### src/rtl/idx_pkg.sv
package idx_pkg;
   typedef enum logic [1:0] {
      AM_DIRECT   = 2'd0,
      AM_INDIRECT = 2'd1,
      AM_POSTINC  = 2'd2,
      AM_PREDEC   = 2'd3
   } amode_e;
endpackage

### src/rtl/idx_regfile.sv
module idx_regfile #(
   parameter int DATA_W   = 8,
   parameter int NUM_REGS = 8,
   parameter int NUM_PTR  = 4,
   localparam int SEL_W = $clog2(NUM_REGS),
   localparam int PTR_W = $clog2(NUM_PTR)
) (
   input  logic              clk,
   input  logic              rst_n,
   input  logic              alu_we,
   input  logic [SEL_W-1:0]  alu_sel,
   input  logic [DATA_W-1:0] alu_data,
   input  logic              wb_en,
   input  logic [PTR_W-1:0]  wb_sel,
   input  logic [DATA_W-1:0] wb_data,
   input  logic [SEL_W-1:0]  rd_sel,
   output logic [DATA_W-1:0] rd_data,
   input  logic [PTR_W-1:0]  ptr_sel,
   output logic [DATA_W-1:0] ptr_data
);
   logic [DATA_W-1:0] q [NUM_REGS];

   for (genvar i = 0; i < NUM_REGS; i++) begin : g_reg
      logic alu_hit;
      logic wb_hit;
      assign alu_hit = alu_we && (int'(alu_sel) == i);
      if (i < NUM_PTR) begin : g_ptr
         assign wb_hit = wb_en && (int'(wb_sel) == i);
      end else begin : g_plain
         assign wb_hit = 1'b0;
      end
      always_ff @(posedge clk or negedge rst_n) begin
         if (!rst_n)       q[i] <= '0;
         else if (alu_hit) q[i] <= alu_data;
         else if (wb_hit)  q[i] <= wb_data;
      end
   end

   assign rd_data  = q[rd_sel];
   assign ptr_data = q[ptr_sel];
endmodule

### src/rtl/idx_ptr_unit.sv
module idx_ptr_unit
   import idx_pkg::*;
#(
   parameter int ADDR_W   = 8,
   parameter int NUM_PTR  = 4,
   parameter int NUM_AUTO = 2,
   localparam int PTR_W = $clog2(NUM_PTR)
) (
   input  logic              valid,
   input  amode_e            mode,
   input  logic [PTR_W-1:0]  ptr_sel,
   input  logic [ADDR_W-1:0] ptr_val,
   input  logic [ADDR_W-1:0] imm,
   output logic [ADDR_W-1:0] addr,
   output logic              wb_en,
   output logic [ADDR_W-1:0] wb_data
);
   logic              auto_ok;
   logic [ADDR_W-1:0] inc_val;
   logic [ADDR_W-1:0] dec_val;

   if (NUM_AUTO > 0) begin : g_auto
      assign auto_ok = int'(ptr_sel) < NUM_AUTO;
   end else begin : g_no_auto
      assign auto_ok = 1'b0;
   end

   assign inc_val = ptr_val + ADDR_W'(1);
   assign dec_val = ptr_val - ADDR_W'(1);

   always_comb begin
      addr    = ptr_val;
      wb_en   = 1'b0;
      wb_data = ptr_val;
      unique case (mode)
         AM_DIRECT:   addr = imm;
         AM_INDIRECT: addr = ptr_val;
         AM_POSTINC: begin
            addr    = ptr_val;
            wb_en   = auto_ok;
            wb_data = inc_val;
         end
         AM_PREDEC: begin
            addr    = auto_ok ? dec_val : ptr_val;
            wb_en   = auto_ok;
            wb_data = dec_val;
         end
         default: addr = ptr_val;
      endcase
      wb_en = wb_en && valid;
   end
endmodule

### src/rtl/idx_mask_gen.sv
module idx_mask_gen #(
   parameter int DATA_W = 8,
   localparam int BIT_W = $clog2(DATA_W)
) (
   input  logic              bit_mode,
   input  logic [BIT_W-1:0]  bidx,
   output logic [DATA_W-1:0] mask
);
   for (genvar b = 0; b < DATA_W; b++) begin : g_bit
      assign mask[b] = !bit_mode || (int'(bidx) == b);
   end
endmodule

### src/rtl/idx_wr_stage.sv
module idx_wr_stage #(
   parameter int ADDR_W = 8,
   parameter int DATA_W = 8
) (
   input  logic              clk,
   input  logic              rst_n,
   input  logic              in_en,
   input  logic [ADDR_W-1:0] in_addr,
   input  logic              in_sfr,
   input  logic [DATA_W-1:0] in_mask,
   output logic              wr_en,
   output logic [ADDR_W-1:0] wr_addr,
   output logic              wr_sfr,
   output logic [DATA_W-1:0] wr_mask
);
   always_ff @(posedge clk or negedge rst_n) begin
      if (!rst_n) begin
         wr_en   <= 1'b0;
         wr_addr <= '0;
         wr_sfr  <= 1'b0;
         wr_mask <= '0;
      end else begin
         wr_en <= in_en;
         if (in_en) begin
            wr_addr <= in_addr;
            wr_sfr  <= in_sfr;
            wr_mask <= in_mask;
         end
      end
   end
endmodule

### src/rtl/idx_addr_gen.sv
module idx_addr_gen
   import idx_pkg::*;
#(
   parameter int DATA_W    = 8,
   parameter int ADDR_W    = 8,
   parameter int NUM_REGS  = 8,
   parameter int NUM_PTR   = 4,
   parameter int NUM_AUTO  = 2,
   parameter int RAM_BYTES = 128,
   localparam int SEL_W = $clog2(NUM_REGS),
   localparam int PTR_W = $clog2(NUM_PTR),
   localparam int BIT_W = $clog2(DATA_W)
) (
   input  logic              clk,
   input  logic              rst_n,
   input  logic              acc_valid,
   input  logic [1:0]        acc_mode,
   input  logic [PTR_W-1:0]  acc_ptr,
   input  logic [ADDR_W-1:0] acc_imm,
   input  logic              acc_bit,
   input  logic [BIT_W-1:0]  acc_bidx,
   input  logic              acc_wr,
   input  logic              reg_we,
   input  logic [SEL_W-1:0]  reg_wsel,
   input  logic [DATA_W-1:0] reg_wdata,
   input  logic [SEL_W-1:0]  reg_rsel,
   output logic [DATA_W-1:0] reg_rdata,
   output logic              rd_en,
   output logic [ADDR_W-1:0] rd_addr,
   output logic              rd_sfr,
   output logic [DATA_W-1:0] rd_mask,
   output logic              wr_en,
   output logic [ADDR_W-1:0] wr_addr,
   output logic              wr_sfr,
   output logic [DATA_W-1:0] wr_mask,
   output logic              ptr_wb_en,
   output logic [PTR_W-1:0]  ptr_wb_sel,
   output logic [ADDR_W-1:0] ptr_wb_data
);
   localparam logic [ADDR_W:0] RAM_LIM = (ADDR_W+1)'(RAM_BYTES);

   if (ADDR_W != DATA_W) begin : g_chk_width
      $error("pointer registers must be as wide as the address");
   end
   if (!(NUM_AUTO <= NUM_PTR && NUM_PTR < NUM_REGS)) begin : g_chk_counts
      $error("need NUM_AUTO <= NUM_PTR < NUM_REGS");
   end
   if (NUM_PTR < 2 || NUM_REGS < 2 || DATA_W < 2) begin : g_chk_min
      $error("select and index fields need at least one bit");
   end
   if (RAM_BYTES < 1 || RAM_BYTES > (1 << ADDR_W)) begin : g_chk_ram
      $error("RAM_BYTES must fit in the address space");
   end

   amode_e            mode;
   logic [DATA_W-1:0] ptr_val;

   assign mode = amode_e'(acc_mode);

   idx_regfile #(
      .DATA_W(DATA_W), .NUM_REGS(NUM_REGS), .NUM_PTR(NUM_PTR)
   ) u_rf (
      .clk(clk), .rst_n(rst_n),
      .alu_we(reg_we), .alu_sel(reg_wsel), .alu_data(reg_wdata),
      .wb_en(ptr_wb_en), .wb_sel(ptr_wb_sel), .wb_data(ptr_wb_data),
      .rd_sel(reg_rsel), .rd_data(reg_rdata),
      .ptr_sel(acc_ptr), .ptr_data(ptr_val)
   );

   idx_ptr_unit #(
      .ADDR_W(ADDR_W), .NUM_PTR(NUM_PTR), .NUM_AUTO(NUM_AUTO)
   ) u_ptr (
      .valid(acc_valid), .mode(mode), .ptr_sel(acc_ptr),
      .ptr_val(ptr_val), .imm(acc_imm),
      .addr(rd_addr), .wb_en(ptr_wb_en), .wb_data(ptr_wb_data)
   );

   assign ptr_wb_sel = acc_ptr;

   idx_mask_gen #(.DATA_W(DATA_W)) u_mask (
      .bit_mode(acc_bit), .bidx(acc_bidx), .mask(rd_mask)
   );

   assign rd_sfr = {1'b0, rd_addr} >= RAM_LIM;
   assign rd_en  = acc_valid && (!acc_wr || acc_bit);

   idx_wr_stage #(.ADDR_W(ADDR_W), .DATA_W(DATA_W)) u_wr (
      .clk(clk), .rst_n(rst_n),
      .in_en(acc_valid && acc_wr), .in_addr(rd_addr),
      .in_sfr(rd_sfr), .in_mask(rd_mask),
      .wr_en(wr_en), .wr_addr(wr_addr), .wr_sfr(wr_sfr), .wr_mask(wr_mask)
   );
endmodule

### config.mk
export PLATFORM = sky130hd
export DESIGN_NAME = idx_addr_gen
export DESIGN_NICKNAME = d
export VERILOG_FILES = /design/src/rtl/idx_pkg.sv /design/src/rtl/idx_regfile.sv /design/src/rtl/idx_ptr_unit.sv /design/src/rtl/idx_mask_gen.sv /design/src/rtl/idx_wr_stage.sv /design/src/rtl/idx_addr_gen.sv
export SDC_FILE = /design/constraint.sdc
export NUM_CORES = 1
export LEC_CHECK = 0
export BUFFER_PORTS_ARGS = -buffer_cell sky130_fd_sc_hd__buf_4
export CAP_MARGIN = 20
export CORE_ASPECT_RATIO = 0.7
export CORE_MARGIN = 5
export CORE_UTILIZATION = 51
export DETAILED_ROUTE_END_ITERATION = 10
export PLACE_DENSITY = 0.77
export SYNTH_ARGS = -nofsm -noshare
export SYNTH_HDL_FRONTEND = slang
export SYNTH_HIERARCHICAL = 1
export SYNTH_SLANG_ARGS = --single-unit
### constraint.sdc
create_clock -name clk -period 2.4 [get_ports clk]
set_input_delay 0 -clock clk [delete_from_list [all_inputs] [get_ports clk]]
set_output_delay 0 -clock clk [all_outputs]
set_load 0.005 [all_outputs]
==> metrics.md, run 1 <==
| Metric | Value |
|---|---|
| Outcome | complete, but fails checks |
| Failing checks | setup timing |
| Syn Nets | 503 |
| Syn Std Cell Area | 0.004980 mm² |
| Most frequent cells in the layout | buf_4, dfrtp_1, nand2_1 |
| Crit end category | output port |
| DP Area | 0.005896 mm² |
| RSZ-0062 raised after global routing | yes |
| Die Ht | 92.68 µm |
| Die Wd | 128.1 µm |
| Final setup viols | 31 |
| Setup TNS | -8.839 ns |
| Total congestion overflow | 0 |
| All-Layer GR Usage | 24.93% |
| Design area | 0.006679 mm² |
| Antenna cells | 0 |
| CTS buffer count | 9 |
| Crit Path Class | flop to output port |
| FFs w/ async S/R, synth | 100.0% |
| Final Hold Viols | 0 |
| Reg2reg setup slack | -0.37 ns |
| CTS tree | yes |
| Unique masters post-synth | 58 |
| Sequence of cells on the critical path | mux4_2, buf_6, or4_4, buf_4, o31a_4, o21ai_2, a21oi_2, buf_4, buf_6 |
| Main synth FF type | dfrtp_1 |
| CP arrival | 2.85 ns |
| Largest net degree at the start of global routing | 83 |
| Post-synthesis cell count | 463 |
| Worst r2r path cells | 9 |
| Crit path launch | u_rf/q[40] |
| Yosys reg bits | 82 |
| Routed Antenna Nets | 0 |
| Post-synth EDFFs | 0 |
| Via count | 4393 |
| Headroom to the max-slew limit | 34.63% |
| Vias per cell | 6.076 |
| Reg-to-reg critical path startpoint | u_rf/q[40] |
| Fin crit period | 2.854 ns |
| Seq/Total Area, Yosys | 41.21% |
| TritonCTS Sinks | 82 |
| Top Ports | 90 |
| First-pass GRT wire length | 22.94 mm |
| 1st-iter DRT viols | 460 |
| CTS HTree Levels | 3 |
| Max-Cap Viols | 0 |
| Avg Inst Size Synth | 10.76 µm² |
| Clock Latency Late Sink | 0.34 ns |
| Hold crit path type | input port to async pin |
| Clk root buf | clkbuf_16 |
| Initial antenna violation count | 0 |
| Crit path to | rd_addr[5] |
| DP HPWL | 10.11 mm |
| Clk buf depth | 2 |
| Initial Utilization | 51.82% |
| Max VDD drop | 505.9 µV |
| F_max | 350.4 MHz |
| Layout cells sized above 1 | 46.05% |
| Worst Path Required | 2.40 ns |
| CP max FO | 4 |
| Layout Skew | 0.006532 ns |
| Final WS setup | -0.4541 ns |
| Leakage | 0.002985 µW |
| Reg-to-reg endpoint | u_wr/wr_addr[5] |
| Power Density | 882.8 mW/mm² |
| Fin crit share | 118.9% |
| Post-route DRC | 0 |
| IO buf count | 89 |
| Most common cell after layout, fill and taps aside | buf_4 |
| Number of global-route vias before repair | 4335 |
| Top cells by area, synth | dfrtp_1, mux4_2, mux2_2 |
| Total Nets Final | 631 |
| Slew Limit Fails | 0 |
| Critical Path Max Stage Delay | 0.54 ns |
| Yosys warns | 6 |
| Yosys top cell by area | dfrtp_1 |
| First-pass iteration count of the detailed router | 5 |
| Gpl congestion | 0.9183 |
| CP Launch Type | flop |
| Worst slack, placed | -0.1886 ns |
| Std cell rows | 30 |
| Worst Tran Pin Value | 0.9784 ns |
| WL per Instance | 20.87 µm |
| Area Growth Syn to Fin | 34.12% |
| Worst path slowest cell | mux4_2 |
| Core footprint | 0.009609 mm² |
| Share of the synthesized area in the top cell type | 41.21% |
| DIE AREA | 0.01187 mm² |
| Clk pin slew, worst setup/hold paths | 0.06 ns |
| Routed wire length | 15.09 mm |
-- repair_timing --
action / CTS / global route
hold endpoints to repair: 139 / 0
setup endpoints to repair: 31 / 35
buffers inserted: 8 / 13
resized for setup: 15 / 30
hold buffers: 9 / 0
gates cloned: 0 / 0
pin swaps: 6 / 18
-- power breakdown --
group          leakage [µW]  switching (µW)  internal, µW
combinational       0.00186            1100          1370
sequential         0.000968             211          1720
clock              0.000156             535           963
-- cell usage after synthesis, drive strengths merged, types with 3 or more instances --
master and count:
nor2 37, nor4 4, a21oi 6, mux2 57, nand2 73, a22oi 4, xnor2 8, nand4b 3
mux4 24, nand3 4, clkbuf 16, a221o 3, ha 5, buf 27, and3 4, and2 3
a31oi 35, inv 11, nor3 3, xor2 6, dfrtp 82, o21ai 12, nand2b 4
-- through the flow --
stage / power, µW / util [%] / hold slack, ns / std cells
after floorplan: 3079 / - / -0.2956 / 463
after detailed placement: 4021 / 61.35 / 0.2567 / 678
after CTS: 5667 / 66.98 / 0.04141 / 710
final: 5896 / 69.51 / 0.04958 / 723
after global routing: 6160 / 69.51 / 0.05867 / 723
after global placement: 3927 / 61.35 / 0.2334 / 678
-- kinds of logic (layout without fill, tap and decap cells) --
group,count (synthesis),count (layout),share of synthesized area [%]
flip-flops,82,82,41.21
buffers and inverters,54,186,5.779
AND/OR/NAND/NOR,153,153,14.87
multiplexers,81,81,24.50
adder cells (fa/ha/maj),5,5,1.256
XOR/XNOR,14,14,2.462
AO/OA/AOI/OAI,74,74,9.925
-- worst max-delay path, delay by kind of cell, from the launching register on --
family / cells / cell delay, ns
buffers and inverters: 4 / 0.56
multiplexers: 1 / 0.54
AO/OA/AOI/OAI: 3 / 0.53
AND/OR/NAND/NOR: 1 / 0.48
flip-flops: 1 / 0.39
-- cell type report --
cell class	instances	area, µm²
clock inverters	2	60.06
repair buffers	160	1304
well taps	128	160.2
multi-input cells	327	2801
fillers	692	2930
clock buffers	13	260.3
flip-flops and latches	82	2052
inverters	11	41.29
-- registers in the layout, summed over array words and instances (netlist names) --
| register | cells |
|---|---|
| u_wr/wr_en | 1 |
| u_wr/wr_addr | 8 |
| u_wr/wr_sfr | 1 |
| u_wr/wr_mask | 8 |
| u_rf/q | 64 |
-- layer usage --
layer / routed length, µm / vias up / global-route usage, %
met3: 1309 / 32 / 7.147
met2: 7510 / 227 / 40.11
met1: 6025 / 2203 / 32.83
met4: 245 / 0 / 7.597
met5: 0 / - / 0
li1: - / 1931 / -
-- worst min-delay path by stage --
| stage | end | slack, ns | cells past startpoint |
|---|---|---|---|
| after floorplan | u_rf/q[0] | -0.30 | 0 |
| after global placement | u_wr/wr_addr[0] | 0.23 | 1 |
| after detailed placement | u_wr/wr_addr[0] | 0.26 | 1 |
| after CTS | u_wr/wr_addr[3] | 0.04 | 4 |
| after global routing | u_wr/wr_addr[3] | 0.06 | 4 |
| final | u_rf/q[50] | 0.05 | 2 |
Power figures use the tool's default switching activity.
==> run 2, diff against run 1 <==
Settings changed: SETUP_SLACK_MARGIN from default to 0.2.
==> run 2 against run 1 <==
  * The run still ends with setup timing left
  * Maximum frequency up 2.8%
  * Combinational power is 3% lower
  * Register-to-register slack improved by 0.02 ns
  * Cell count unchanged
  * Sequential power about the same
  * Via count is 0.20% higher
  * Critical path depth fell by 2
  * Largest cell class unchanged
==> metrics.md, run 2 (synthesis results as in run 1) <==
| Metric | Value |
|---|---|
| Fin crit share | 115.7% (was 118.9%) |
| Setup TNS | -7.376 ns (was -8.839 ns) |
| Final setup viols | 34 (was 31) |
| CP arrival | 2.78 ns (was 2.85 ns) |
| Max FFs per register | 64 (unchanged) |
| Outcome | complete, but fails checks (unchanged) |
| CP Launch Type | flop (unchanged) |
| Top Registers | u_rf/q: 64 flops, u_wr/wr_addr: 8 flops, u_wr/wr_mask: 8 flops (unchanged) |
| Most flops, register | u_rf/q (unchanged) |
| Critical Path Max Stage Delay | 0.59 ns (was 0.54 ns) |
| Die Ht | 92.68 µm (unchanged) |
| Worst Tran Pin Value | 0.9221 ns (was 0.9784 ns) |
| Initial Utilization | 51.82% (unchanged) |
| Total Nets Final | 630 (was 631) |
| Max-Cap Viols | 0 (unchanged) |
| Top Ports | 90 (unchanged) |
| Crit Path Class | flop to output port (unchanged) |
| Max VDD drop | 434.5 µV (was 505.9 µV) |
| F_max | 360.0 MHz (was 350.4 MHz) |
| DP HPWL | 10.10 mm (was 10.11 mm) |
| Logic pwr share | 40.5% (was 41.9%) |
| CTS tree | yes (unchanged) |
| Slew Limit Fails | 0 (unchanged) |
| Design area | 0.006638 mm² (was 0.006679 mm²) |
| Via count | 4402 (was 4393) |
| Switching part of the total | 31.22% (was 31.25%) |
| All-Layer GR Usage | 25.52% (was 24.93%) |
| TritonCTS Sinks | 82 (unchanged) |
| Sw Pwr | 1849 µW (was 1843 µW) |
| Std cell rows | 30 (unchanged) |
| Most common cell after layout, fill and taps aside | buf_4 (unchanged) |
| CTS buffer count | 9 (unchanged) |
| Total congestion overflow | 0 (unchanged) |
| Routed Antenna Nets | 0 (unchanged) |
| Layout Skew | 0.006583 ns (was 0.006532 ns) |
| Layout cells sized above 1 | 45.88% (was 46.05%) |
| Largest net degree at the start of global routing | 83 (unchanged) |
| Core footprint | 0.009609 mm² (unchanged) |
| First-pass iteration count of the detailed router | 5 (unchanged) |
| Fillers | 689 (was 692) |
| Gpl congestion | 0.9039 (was 0.9183) |
| Largest delay share family, worst path | simple AND/OR/NAND/NOR gates (was buffers and inverters) |
| Antenna cells | 0 (unchanged) |
| DIE AREA | 0.01187 mm² (unchanged) |
| 1st-iter DRT viols | 445 (was 460) |
| Total Power | 5923 µW (was 5896 µW) |
| Final WS setup | -0.3774 ns (was -0.4541 ns) |
| Vias per cell | 6.089 (was 6.076) |
| Cell internal pwr | 4074 µW (was 4054 µW) |
| Clock Latency Late Sink | 0.35 ns (was 0.34 ns) |
| Final Hold Viols | 0 (unchanged) |
| Crit end category | output port (unchanged) |
| Power Density | 892.3 mW/mm² (was 882.8 mW/mm²) |
| Clk buf depth | 2 (unchanged) |
| Fin crit period | 2.777 ns (was 2.854 ns) |
| Failing checks | setup timing (unchanged) |
| RSZ-0062 raised after global routing | yes (unchanged) |
| Initial antenna violation count | 0 (unchanged) |
| CP max FO | 4 (unchanged) |
| Worst path slowest cell | or4_4 (was mux4_2) |
| Worst Path Required | 2.40 ns (about the same) |
| Clock group share of total power | 26.8% (was 25.4%) |
| Number of global-route vias before repair | 4517 (was 4335) |
| Routed wire length | 15.19 mm (was 15.09 mm) |
| WL per Instance | 21.01 µm (was 20.87 µm) |
| Die Wd | 128.1 µm (unchanged) |
| Leakage | 0.002970 µW (was 0.002985 µW) |
| IO buf count | 89 (unchanged) |
| Headroom to the max-slew limit | 38.17% (was 34.63%) |
| CP Buf/Inv Count | 2 (was 4) |
| Sequence of cells on the critical path | mux4_2, or4_4, nor4_4, xor2_1, a221o_1, buf_4, buf_6 (was mux4_2, buf_6, or4_4, buf_4, o31a_4, o21ai_2, a21oi_2, buf_4, buf_6) |
| Post-route DRC | 0 (unchanged) |
| DP Area | 0.005944 mm² (was 0.005896 mm²) |
| Most frequent cells in the layout | buf_4, dfrtp_1, nand2_1 (unchanged) |
| Hold crit path type | input port to flop (was input port to async pin) |
| Clk root buf | clkbuf_16 (unchanged) |
| First-pass GRT wire length | 23.52 mm (was 22.94 mm) |
| CTS HTree Levels | 3 (unchanged) |
| Share of power burned in registers | 32.7% (about the same) |
| Clk pin slew, worst setup/hold paths | 0.06 ns (about the same) |
| Area Growth Syn to Fin | 33.29% (was 34.12%) |
==> run 2: changes by cell type in the layout (fill, tap and decap cells not counted), moves of 2 or more <==
cell      change
buf_6        -10
buf_4         +9
clkbuf_1      -2
clkbuf_8      -2
clkinv_2      +2
nand2_1       +2
nand2_2       -2
nor3_2        +2
==> run 2: per-layer routing <==
layer | vias up | track usage (%) | share of wire (%)
met5 | - | 0 | 0
met4 | 0 | 10.60 | 1.9
met3 | 35 | 5.994 | 7.6
met2 | 214 | 40.11 | 49
met1 | 2219 | 34.10 | 41
li1 | 1934 | - | -
==> run 2: path summary, 6_finish.rpt <==
kind | endpoint | startpoint | slack, ns | cells after the start
setup / recovery | ptr_wb_data[7] | u_rf/q[48] | -0.38 | 7
hold / removal | u_wr/wr_addr[0] | acc_imm[0] | 0.05 | 4
setup reg to reg | u_rf/q[47] | u_rf/q[48] | -0.35 | 9
hold reg to reg | u_rf/q[10] | u_rf/q[10] | 0.50 | 1
max in group asynchronous | u_rf/q[52] | rst_n | 1.65 | 3
min in group asynchronous | u_wr/wr_addr[1] | rst_n | 0.15 | 2
==> run 2: power by group through the flow <==
stage	Sequential (µW)	Clock, µW	Combinational, µW
global route	1960	1660	2550
floorplan	1890	0	1210
CTS	1920	1610	2300
finish	1940	1590	2400
detailed placement	1940	0	2110
global placement	1910	0	2050
==> run 2: final cells by class <==
class	instances	area, µm²	share of cell area (%)
clock buffer	9	225.2	3.393
clock inverter	7	116.4	1.753
inverter	11	41.29	0.6221
multi-input combinational	327	2784	41.94
sequential	82	2052	30.91
tap	128	160.2	2.413
timing repair buffer	159	1259	18.96
==> run 2: timing repair <==
action                     4_1_cts  5_1_grt
pin swaps                       10        8
buffers inserted                11        4
resized for setup               19        9
hold endpoints to repair       142        0
hold buffers                     9        0
setup endpoints to repair       42       47
==> run 2: through the flow <==
stage	hold slack, ns	util, %	std cells	worst slack, ns
final	0.04996	69.08	723	-0.3774
after global routing	0.07332	69.08	723	-0.4445
after CTS	0.04882	68.06	718	-0.3741
after detailed placement	0.2579	61.86	682	-0.1796
after global placement	0.2301	61.86	682	-0.1187
after floorplan	-0.2956	-	463	-0.2338
==> run 2: worst reg2reg max path: stages, from the launching register on <==
cell and delay, ns:
dfrtp_1 0.40, mux4_2 0.52, or4_4 0.59, nor4_4 0.17, xor2_1 0.13, a221o_1 0.36
buf_4 0.16, buf_6 0.12, nand2_2 0.04, a31oi_1 0.09
